## src/rtl/brs_pkg.sv

```systemverilog
// Package: shared types for the branch resolver.
// Assumes nothing beyond a single sense bit per branch.
package brs_pkg;

    // Branch sense: which predicate value makes the branch taken.
    typedef enum logic {
        SENSE_FALSE = 1'b0,
        SENSE_TRUE  = 1'b1
    } br_sense_e;

    // Decide whether a branch with sense s is taken given predicate p.
    function automatic logic resolves_taken(input br_sense_e s, input logic p);
        return (s == SENSE_TRUE) ? p : ~p;
    endfunction

endpackage

```

## src/rtl/brs_pending.sv

```systemverilog
// Module: brs_pending
// Holds issued branches in a shift chain with one stage per cycle of age.
// Stage 0 holds branches issued in the previous cycle. Each entry keeps a
// down-counter, and an entry whose counter reads zero is mature: its
// predicate is read in this cycle and it leaves the chain.
// Assumes the delay fits in DELAY_W bits (NSTG = 2**DELAY_W stages).
module brs_pending
    import brs_pkg::*;
#(
    parameter int NUM_SLOTS = 4,
    parameter int ADDR_W    = 32,
    parameter int DELAY_W   = 3,
    parameter int PRED_N    = 8,
    parameter int SEL_W     = 3,
    parameter int NSTG      = 8
) (
    input  logic                                          clk,
    input  logic                                          rst_n,
    input  logic                                          flush,
    input  logic [NUM_SLOTS-1:0]                          iss_valid,
    input  logic [NUM_SLOTS-1:0]                          iss_on_true,
    input  logic [NUM_SLOTS-1:0][SEL_W-1:0]               iss_sel,
    input  logic [NUM_SLOTS-1:0][ADDR_W-1:0]              iss_off,
    input  logic [NUM_SLOTS-1:0][DELAY_W-1:0]             iss_delay,
    input  logic [PRED_N-1:0]                             pred_vec,
    output logic [NSTG-1:0][NUM_SLOTS-1:0]                taken,
    output logic [NSTG-1:0][NUM_SLOTS-1:0][ADDR_W-1:0]    off_q,
    output logic                                          busy
);

    logic      [NSTG-1:0][NUM_SLOTS-1:0]              v_q;
    logic      [NSTG-1:0][NUM_SLOTS-1:0][DELAY_W-1:0] cnt_q;
    logic      [NSTG-1:0][NUM_SLOTS-1:0][SEL_W-1:0]   sel_q;
    br_sense_e [NSTG-1:0][NUM_SLOTS-1:0]              sense_q;
    logic      [NSTG-1:0][NUM_SLOTS-1:0]              mature;

    for (genvar s = 0; s < NSTG; s++) begin : g_stage
        logic      [NUM_SLOTS-1:0]              st_v;
        logic      [NUM_SLOTS-1:0][DELAY_W-1:0] st_cnt;
        logic      [NUM_SLOTS-1:0][SEL_W-1:0]   st_sel;
        logic      [NUM_SLOTS-1:0][ADDR_W-1:0]  st_off;
        br_sense_e [NUM_SLOTS-1:0]              st_sense;

        if (s == 0) begin : g_head
            // Capture newly issued branches; a flush or reset drops them.
            always_ff @(posedge clk) begin
                if (!rst_n || flush) begin
                    st_v <= '0;
                end else begin
                    st_v <= iss_valid;
                end
                for (int k = 0; k < NUM_SLOTS; k++) begin
                    st_cnt[k]   <= iss_delay[k];
                    st_sel[k]   <= iss_sel[k];
                    st_off[k]   <= iss_off[k];
                    st_sense[k] <= br_sense_e'(iss_on_true[k]);
                end
            end
        end else begin : g_body
            // Age entries by one stage; mature ones stop here.
            always_ff @(posedge clk) begin
                for (int k = 0; k < NUM_SLOTS; k++) begin
                    if (!rst_n || flush) begin
                        st_v[k] <= 1'b0;
                    end else begin
                        st_v[k] <= v_q[s-1][k] && !mature[s-1][k];
                    end
                    st_cnt[k]   <= cnt_q[s-1][k] - DELAY_W'(1);
                    st_sel[k]   <= sel_q[s-1][k];
                    st_off[k]   <= off_q[s-1][k];
                    st_sense[k] <= sense_q[s-1][k];
                end
            end
        end

        assign v_q[s]     = st_v;
        assign cnt_q[s]   = st_cnt;
        assign sel_q[s]   = st_sel;
        assign off_q[s]   = st_off;
        assign sense_q[s] = st_sense;

        // Flag mature entries and read their predicate in this cycle.
        always_comb begin
            for (int k = 0; k < NUM_SLOTS; k++) begin
                mature[s][k] = st_v[k] && (st_cnt[k] == '0);
                taken[s][k]  = mature[s][k] &&
                               resolves_taken(st_sense[k], pred_vec[st_sel[k]]);
            end
        end
    end

    assign busy = |v_q;

    for (genvar k = 0; k < NUM_SLOTS; k++) begin : g_drain

        last_stage_drained_chk: assert property (@(posedge clk) disable iff (!rst_n)
            v_q[NSTG-1][k] |-> (cnt_q[NSTG-1][k] == '0));
    end

endmodule

```

## src/rtl/brs_pick.sv

```systemverilog
// Module: brs_pick
// Chooses one winner among taken entries: the oldest stage first, then the
// lowest slot within that stage. Outputs a one-hot grant and the offset.
// Assumes taken bits come only from mature entries.
module brs_pick #(
    parameter int NUM_SLOTS = 4,
    parameter int ADDR_W    = 32,
    parameter int NSTG      = 8
) (
    input  logic                                        clk,
    input  logic                                        rst_n,
    input  logic [NSTG-1:0][NUM_SLOTS-1:0]              taken,
    input  logic [NSTG-1:0][NUM_SLOTS-1:0][ADDR_W-1:0]  off,
    output logic                                        any,
    output logic [ADDR_W-1:0]                           win_off
);

    logic [NSTG-1:0][NUM_SLOTS-1:0] win_oh;

    // Scan young to old, high slot to low; the last hit is the winner.
    always_comb begin
        win_oh  = '0;
        win_off = '0;
        for (int s = 0; s < NSTG; s++) begin
            for (int k = NUM_SLOTS - 1; k >= 0; k--) begin
                if (taken[s][k]) begin
                    win_oh       = '0;
                    win_oh[s][k] = 1'b1;
                    win_off      = off[s][k];
                end
            end
        end
    end

    assign any = |taken;


    single_grant_chk: assert property (@(posedge clk) disable iff (!rst_n)
        any |-> $onehot(win_oh));


    grant_is_taken_chk: assert property (@(posedge clk) disable iff (!rst_n)
        (win_oh & ~taken) == '0);

endmodule

```

## src/rtl/branch_resolver.sv

```systemverilog
// Module: branch_resolver (top)
// Resolves delayed conditional branches from several flow slots and drives
// a registered one-cycle redirect whose target is relative to the current
// block entry. A redirect moves the block entry and cancels all pending work.
// Assumes NUM_SLOTS in 1..4 and PRED_N a power of two.
module branch_resolver #(
    parameter int          NUM_SLOTS = 4,
    parameter int          ADDR_W    = 32,
    parameter int          DELAY_W   = 3,
    parameter int          PRED_N    = 8,
    parameter logic [31:0] RESET_VEC = 32'h0000_1000,
    localparam int         SEL_W     = (PRED_N > 1) ? $clog2(PRED_N) : 1,
    localparam int         NSTG      = 1 << DELAY_W
) (
    input  logic                           clk,
    input  logic                           rst_n,
    input  logic [NUM_SLOTS-1:0]           iss_valid,
    input  logic [NUM_SLOTS-1:0]           iss_on_true,
    input  logic [NUM_SLOTS*SEL_W-1:0]     iss_pred_sel,
    input  logic [NUM_SLOTS*ADDR_W-1:0]    iss_offset,
    input  logic [NUM_SLOTS*DELAY_W-1:0]   iss_delay,
    input  logic [PRED_N-1:0]              pred_vec,
    output logic                           redir_valid,
    output logic [ADDR_W-1:0]              redir_target,
    output logic [ADDR_W-1:0]              block_entry
);

    logic [NUM_SLOTS-1:0][SEL_W-1:0]            sel_w;
    logic [NUM_SLOTS-1:0][ADDR_W-1:0]           off_w;
    logic [NUM_SLOTS-1:0][DELAY_W-1:0]          dly_w;
    logic [NSTG-1:0][NUM_SLOTS-1:0]             taken;
    logic [NSTG-1:0][NUM_SLOTS-1:0][ADDR_W-1:0] pend_off;
    logic                                       pend_busy;
    logic                                       win_any;
    logic [ADDR_W-1:0]                          win_off;
    logic [ADDR_W-1:0]                          next_target;

    assign sel_w = iss_pred_sel;
    assign off_w = iss_offset;
    assign dly_w = iss_delay;

    brs_pending #(
        .NUM_SLOTS(NUM_SLOTS), .ADDR_W(ADDR_W), .DELAY_W(DELAY_W),
        .PRED_N(PRED_N), .SEL_W(SEL_W), .NSTG(NSTG)
    ) u_pending (
        .clk        (clk),
        .rst_n      (rst_n),
        .flush      (win_any),
        .iss_valid  (iss_valid),
        .iss_on_true(iss_on_true),
        .iss_sel    (sel_w),
        .iss_off    (off_w),
        .iss_delay  (dly_w),
        .pred_vec   (pred_vec),
        .taken      (taken),
        .off_q      (pend_off),
        .busy       (pend_busy)
    );

    brs_pick #(
        .NUM_SLOTS(NUM_SLOTS), .ADDR_W(ADDR_W), .NSTG(NSTG)
    ) u_pick (
        .clk    (clk),
        .rst_n  (rst_n),
        .taken  (taken),
        .off    (pend_off),
        .any    (win_any),
        .win_off(win_off)
    );

    // Entry-relative target, wrapping at the address width.
    assign next_target = block_entry + win_off;

    // Register the redirect pulse and move the block entry on a win.
    always_ff @(posedge clk) begin
        if (!rst_n) begin
            redir_valid  <= 1'b0;
            redir_target <= '0;
            block_entry  <= RESET_VEC[ADDR_W-1:0];
        end else begin
            redir_valid <= win_any;
            if (win_any) begin
                redir_target <= next_target;
                block_entry  <= next_target;
            end
        end
    end


    redir_pulse_chk: assert property (@(posedge clk) disable iff (!rst_n)
        redir_valid |=> !redir_valid);


    entry_follows_chk: assert property (@(posedge clk) disable iff (!rst_n)
        redir_valid |-> (block_entry == redir_target));


    flush_clears_chk: assert property (@(posedge clk) disable iff (!rst_n)
        win_any |=> !pend_busy);


    entry_hold_chk: assert property (@(posedge clk) disable iff (!rst_n)
        !redir_valid |-> $stable(block_entry));

endmodule

```

## config.mk

```make
export PLATFORM = sky130hd
export DESIGN_NAME = branch_resolver
export DESIGN_NICKNAME = d
export VERILOG_FILES = /design/src/rtl/brs_pkg.sv /design/src/rtl/brs_pending.sv /design/src/rtl/brs_pick.sv /design/src/rtl/branch_resolver.sv
export SDC_FILE = /design/constraint.sdc
export NUM_CORES = 2
export LEC_CHECK = 0
export ABC_AREA = 1
export BUFFER_PORTS_ARGS = -buffer_cell sky130_fd_sc_hd__buf_2
export CELL_PAD_IN_SITES_DETAIL_PLACEMENT = 0
export CELL_PAD_IN_SITES_GLOBAL_PLACEMENT = 2
export CORE_MARGIN = 3
export CORE_UTILIZATION = 40
export DETAILED_ROUTE_END_ITERATION = 10
export GPL_TIMING_DRIVEN = 0
export PLACE_DENSITY_LB_ADDON = 0.1
export SYNTH_ARGS = -nofsm -noshare
export SYNTH_HDL_FRONTEND = slang
export SYNTH_SLANG_ARGS = --single-unit
```

## constraint.sdc

```tcl
create_clock -name clk -period 17 [get_ports clk]
set_input_delay 2.55 -clock clk [delete_from_list [all_inputs] [get_ports clk]]
set_output_delay 2.55 -clock clk [all_outputs]
set_load 0.01 [all_outputs]
```

## Word-level counts from Yosys, hierarchy flattened

Cells that the tools add are included.

- Bits in registers: 1345
- Output and inout bits: 65
- Word-level logic and storage cells: 515

- $add $sub $neg: 29
- Magnitude comparators: 32
- Mux-type cells: 128
- Bitwise gates (word level): 32
- Reduce and logical (&&, ||, !) cells: 155

Operators by type and width:

| operator | count |
|---|---|
| $mux 32 | 32 |
| $lt 3x4->1 const B | 32 |
| $bmux 1 s3 | 32 |
| $logic_not 3->1 | 32 |
| $logic_and 1x1->1 | 92 |
| $sub 3x1->3 const B | 28 |
| $mux 1 | 64 |
| $add 32x32->32 | 1 |
| $not 1->1 | 32 |
| $reduce_or 32->1 | 1 |
| $logic_not 1->1 | 29 |
| $logic_or 1x1->1 | 1 |

## Logic depth before layout (Yosys ltp)

- Depth in word-level cells: 38
- Depth in mapped cells: 61

## Hierarchy

From an unflattened synthesis, not the netlist that was laid out.

- Cell total of the unflattened synthesis: 4722
- Area, all modules: 43613.1 um^2

By module, submodules not included:

| module | times used | cells an instance | area an instance (um^2) | seq. area each (um^2) |
|---|---|---|---|---|
| brs_pending | 1 | 2328 | 30919.7 | 25624.6 |
| brs_pick | 1 | 1701 | 8886.0 | 0.0 |
| branch_resolver | 1 | 693 | 3807.4 | 680.7 |

## Least setup slack after synthesis

OpenSTA, ideal clock, no wires.

- Path kind: input-to-reg
- Start: in pred_vec[5]
- End: reg redir_target[28]
- Setup time: 59 ps
- Arrival: 7888 ps
- Data required time: 16941 ps
- Path slack: 9053 ps
- Cell stages on the path: 52
- Buffers on the path: 3
- Path through: inv_2 -> buf_2 -> a21oi_1 -> o21ai_0 -> nand3_1 -> o21ai_1 -> nor2_1 -> nor2_4 -> inv_1 -> buf_2 -> buf_4 -> o211ai_1 -> a21oi_1 -> a21oi_1 -> o21a_1 -> o21ai_0 -> nand2_1 -> nand2_1 -> [16 not listed] -> a21oi_1 -> o21bai_1 -> nand2_1 -> nand2_1 -> a21oi_1 -> o21ai_2 -> a31oi_1 -> o21ai_2 -> a21oi_1 -> o21bai_1 -> nand2_1 -> nand2_1 -> a21oi_1 -> o21ai_0 -> a31oi_1 -> a21oi_1 -> o21ai_1 -> nand2_1

- Cells in the longest elaborated chain, start to end: 38
- Elaborated cells on any way between the ends: 194
- Those cells by class: add/sub: 1; mux: 128; bitwise: 32; reduce/logical: 33

Ends and longest elaborated chain:

| item | RTL line | RTL |
|---|---|---|
| start, declared | branch_resolver.sv:22 | `input logic [PRED_N-1:0] pred_vec,` |
| $bmux 1 s3 | brs_pending.sv:87 | `resolves_taken(st_sense[k], pred_vec[st_sel[k]]);` |
| $mux 1 (not written as such) | brs_pending.sv:87 |  |
| $not 1->1 | brs_pkg.sv:13 | `return (s == SENSE_TRUE) ? p : ~p;` |
| $mux 1 | brs_pkg.sv:13 |  |
| $logic_and 1x1->1 | brs_pending.sv:86 | `taken[s][k] = mature[s][k] &&` |
| $mux 32 (32 in a row) | brs_pick.sv:26 | `if (taken[s][k]) begin` |
| $add 32x32->32 | branch_resolver.sv:72 | `assign next_target = block_entry + win_off;` |
| end signal, assigned | branch_resolver.sv:83 | `redir_target <= next_target;` |
| end, declared | branch_resolver.sv:24 | `output logic [ADDR_W-1:0] redir_target,` |

Several ways; a longest one is shown, not always the timed one. The select of a mux whose other input is x is not followed.
A chain may end at the register's enable or synchronous reset.

## Worst setup path after layout

- Start: in pred_vec[4]
- End: reg redir_target[28]

Same word-level chain as after synthesis.

==> impl_metrics.csv <==
group,metric,value,unit
status,status,"finished clean",
cts,htreeDepth,4,
hold_path,hp-start,"u_pending.off_q[802]$_DFF_P_",
layout,area_delta_synth_final,17.5,%
timing,hold_viol,0,
cts,cts_buffers,138,
floorplanning,die_w,334,um
cts,cts.sinks,1314,
placed_design,place.gp.congestion,0.826,
route,dr.pass1.iters,6,
worst_setup_path,endpoint_kind,"flop",
layout,final_cell_mix,"dfxtp_1 (1314), nand2_1 (924), a21oi_1 (519)",
layout,final_cells,6663,
timing,rsz0062_at_grt,"no",
worst_setup_path,reg2reg_depth,52,
timing,clock_skew,0.0227,ns
power_and_ir_drop,finalPower,6.72,mW
floorplanning,io_pins,235,
worst_setup_path,cp_slowest_cell,"clkbuf_1",
cts,cts_resized,0,
worst_setup_path,ff2ff_setup_slack,9.20,ns
timing,setup_viol,0,
synth,synth_seq_cells,1314,
placed_design,hpwlAfterDp,98000,um
cts,cts_buffer_depth,3,
route,drt-initial-drc-count,2107,
floorplanning,fp.dieH,334,um
floorplanning,core,106000,sq um
floorplanning,start_util,40.6,%
timing,max_freq,0.102,GHz
synth,avgSynthCellArea,8.96,sq um
route,wl_met3,6320,um
cts,postCtsHoldBufs,0,
route,drtAntennaViolNets,0,
hold_path,min_to,"u_pending.off_q[930]$_DFF_P_",
timing,slew_viol_final,0,
synth,yosys_warnings,0,
placed_design,io_buffers,232,
timing,worst_pin_slew,1.03,ns
timing,post-route-period-util,57.6,%
worst_setup_path,slowest_delay,0.65,ns
power_and_ir_drop,p_per_area,133,nW/um^2
hold_path,holdPathStages,0,
grt,grt_overflow,0,
grt,grt_max_degree,17,
synth,async_reset_ff_share,0,%
route,wl_per_cell,18.6,um
synth,yosysSeqAreaShare,61.2,%
synth,syn_area,43000,sq um
worst_setup_path,path_class,"input port to flop",
layout,final_layout_size_suffix_gt1_share,11.5,%
worst_setup_path,crit_top_cell,"nand2_1",
worst_setup_path,start_kind,"input port",
worst_setup_path,crit_fanout,10,
route,drc,0,
worst_setup_path,reg2reg_to,"redir_target[28]$_SDFFE_PN0P_",
synth,synth_cells,4796,
layout,fin_util,47.7,%
timing,fin_setup_tns,0,ns
worst_setup_path,cp.required,17.68,ns
route,vias,30954,
power_and_ir_drop,peakVddDrop,0.0765,mV
cts,cts.reportedPaths.clkPinSlew,0.06,ns
route,wirelength,124000,um
grt,antenna_found_initial,4,
floorplanning,placementRows,119,
job,cap_violations,0,
route,top_layer,"met4",
route,wl_met1,66500,um
power_and_ir_drop,power.leakage,23.2,nW
cts,ctsRootBufferMaster,"clkbuf_16",
worst_setup_path,crit_path_start,"pred_vec[4]",
timing,hold_slack,0.344,ns
synth,synth_top_flop_cell,"dfxtp_1",
cts,insertion_delay,0.74,ns
worst_setup_path,arrival,10.47,ns
synth,synth_fp_nets,5055,
grt,grtUsageTotal,22.0,%
route,avgViaCountPerCell,4.65,
layout,final_common_cell,"dfxtp_1",
placed_design,dp.cells,6419,
timing,slew-limit-headroom,30.6,%
synth,ys_types,47,
floorplanning,die_area,111000,sq um
synth,synth_edf_count,0,
layout,layout.nets,5427,
grt,grt_pass1_vias,29689,
cts,cts_setup_buffers,0,
timing,fin_crit,9.79,ns
worst_setup_path,rr_startpoint,"u_pending.g_stage[1].st_sel[6]$_DFF_P_",
cts,cts_tree,"yes",
grt,grt_pass1_wl,187000,um
hold_path,hold_class,"flop to flop",
route,wl_met2,48100,um
==> where the power goes <==
group	leakage, nW	switching [mW]	internal, mW	total (mW)
sequential	11.1	0.132	3.28	3.41
clock	2.29	1.21	1.80	3.01
combinational	9.81	0.183	0.110	0.293
==> worst max-delay path, delay by kind of cell <==
family | cells | cell delay [ns]
AOI/OAI and AO/OA | 18 | 3.46
buffers and inverters | 6 | 1.92
and+or+nand+nor | 18 | 1.86
adders and majority gates | 2 | 0.64
==> registers in the layout, summed over array words and instances (netlist names) <==
name	count
block_entry	2
redir_target	31
redir_valid	1
u_pending.cnt_q	96
u_pending.g_stage.st_sel	96
u_pending.g_stage.st_sense	32
u_pending.g_stage.st_v	32
u_pending.off_q	1024
==> per-layer routing <==
layer / global-route usage (%) / vias to the layer above
li1: - / 16402
met1: 34.2 / 13571
met2: 30.8 / 816
met3: 3.79 / 165
met4: 6.36 / 0
met5: 0 / -
==> kinds of logic after synthesis <==
group | after synthesis | share of synthesized area, %
xor+xnor | 40 | 0.816
compound gates | 982 | 12.3
fa+ha+maj | 89 | 2.61
buf+inv | 542 | 5.38
flops | 1314 | 61.2
simple gates | 1829 | 17.7
==> worst max-delay path by stage <==
| stage | end | depth (start not counted) | slack (ns) |
|---|---|---|---|
| 2_1_floorplan | redir_target[28]$_SDFFE_PN0P_ | 52 | 9.05 |
| 3_3_place_gp | redir_target[28]$_SDFFE_PN0P_ | 46 | 6.55 |
| 3_5_place_dp | redir_target[28]$_SDFFE_PN0P_ | 44 | 6.53 |
| 4_1_cts | redir_target[28]$_SDFFE_PN0P_ | 44 | 7.31 |
| 5_1_grt | redir_target[28]$_SDFFE_PN0P_ | 44 | 6.38 |
| 6_report | redir_target[28]$_SDFFE_PN0P_ | 44 | 7.21 |
==> synth_stat cells (all sizes together) (3+ instances only) <==
master | number | area share (%)
nand2 | 927 | 8.1
nand3 | 96 | 1.2
nor4 | 7 | 0.13
xnor2 | 6 | 0.12
o21a | 29 | 0.51
a31oi | 108 | 1.6
a21oi | 519 | 6.0
a221oi | 3 | 0.061
o21ai | 274 | 3.2
inv | 290 | 2.5
nor2 | 496 | 4.4
nand4 | 3 | 0.044
dfxtp | 1314 | 61
xor2 | 34 | 0.69
nand3b | 3 | 0.052
buf | 118 | 1.7
o21bai | 4 | 0.070
or2 | 22 | 0.32
nor3 | 245 | 2.9
nor3b | 28 | 0.52
o211ai | 34 | 0.59
clkbuf | 132 | 1.2
a21o | 4 | 0.070
ha | 88 | 2.6
==> layout make-up <==
class / instances / area (sq um)
diodes: 2 / 5.00
plain buffers: 250 / 1210
clock buffers: 196 / 4150
clock inverters: 46 / 460
fillers: 10098 / 55400
inverters: 292 / 1100
multi-input cells: 2940 / 14300
flip-flops and latches: 1314 / 26300
well taps: 1391 / 1740
repair buffers: 232 / 1160
==> per-stage QoR <==
stage | setup WS, ns | instance area, sq um
final | 7.21 | 50500
after global placement | 6.55 | 45900
after CTS | 7.31 | 50500
after floorplan | 9.05 | 43000
after global routing | 6.38 | 50500
after detailed placement | 6.53 | 45900
Power figures use the tool's default switching activity.
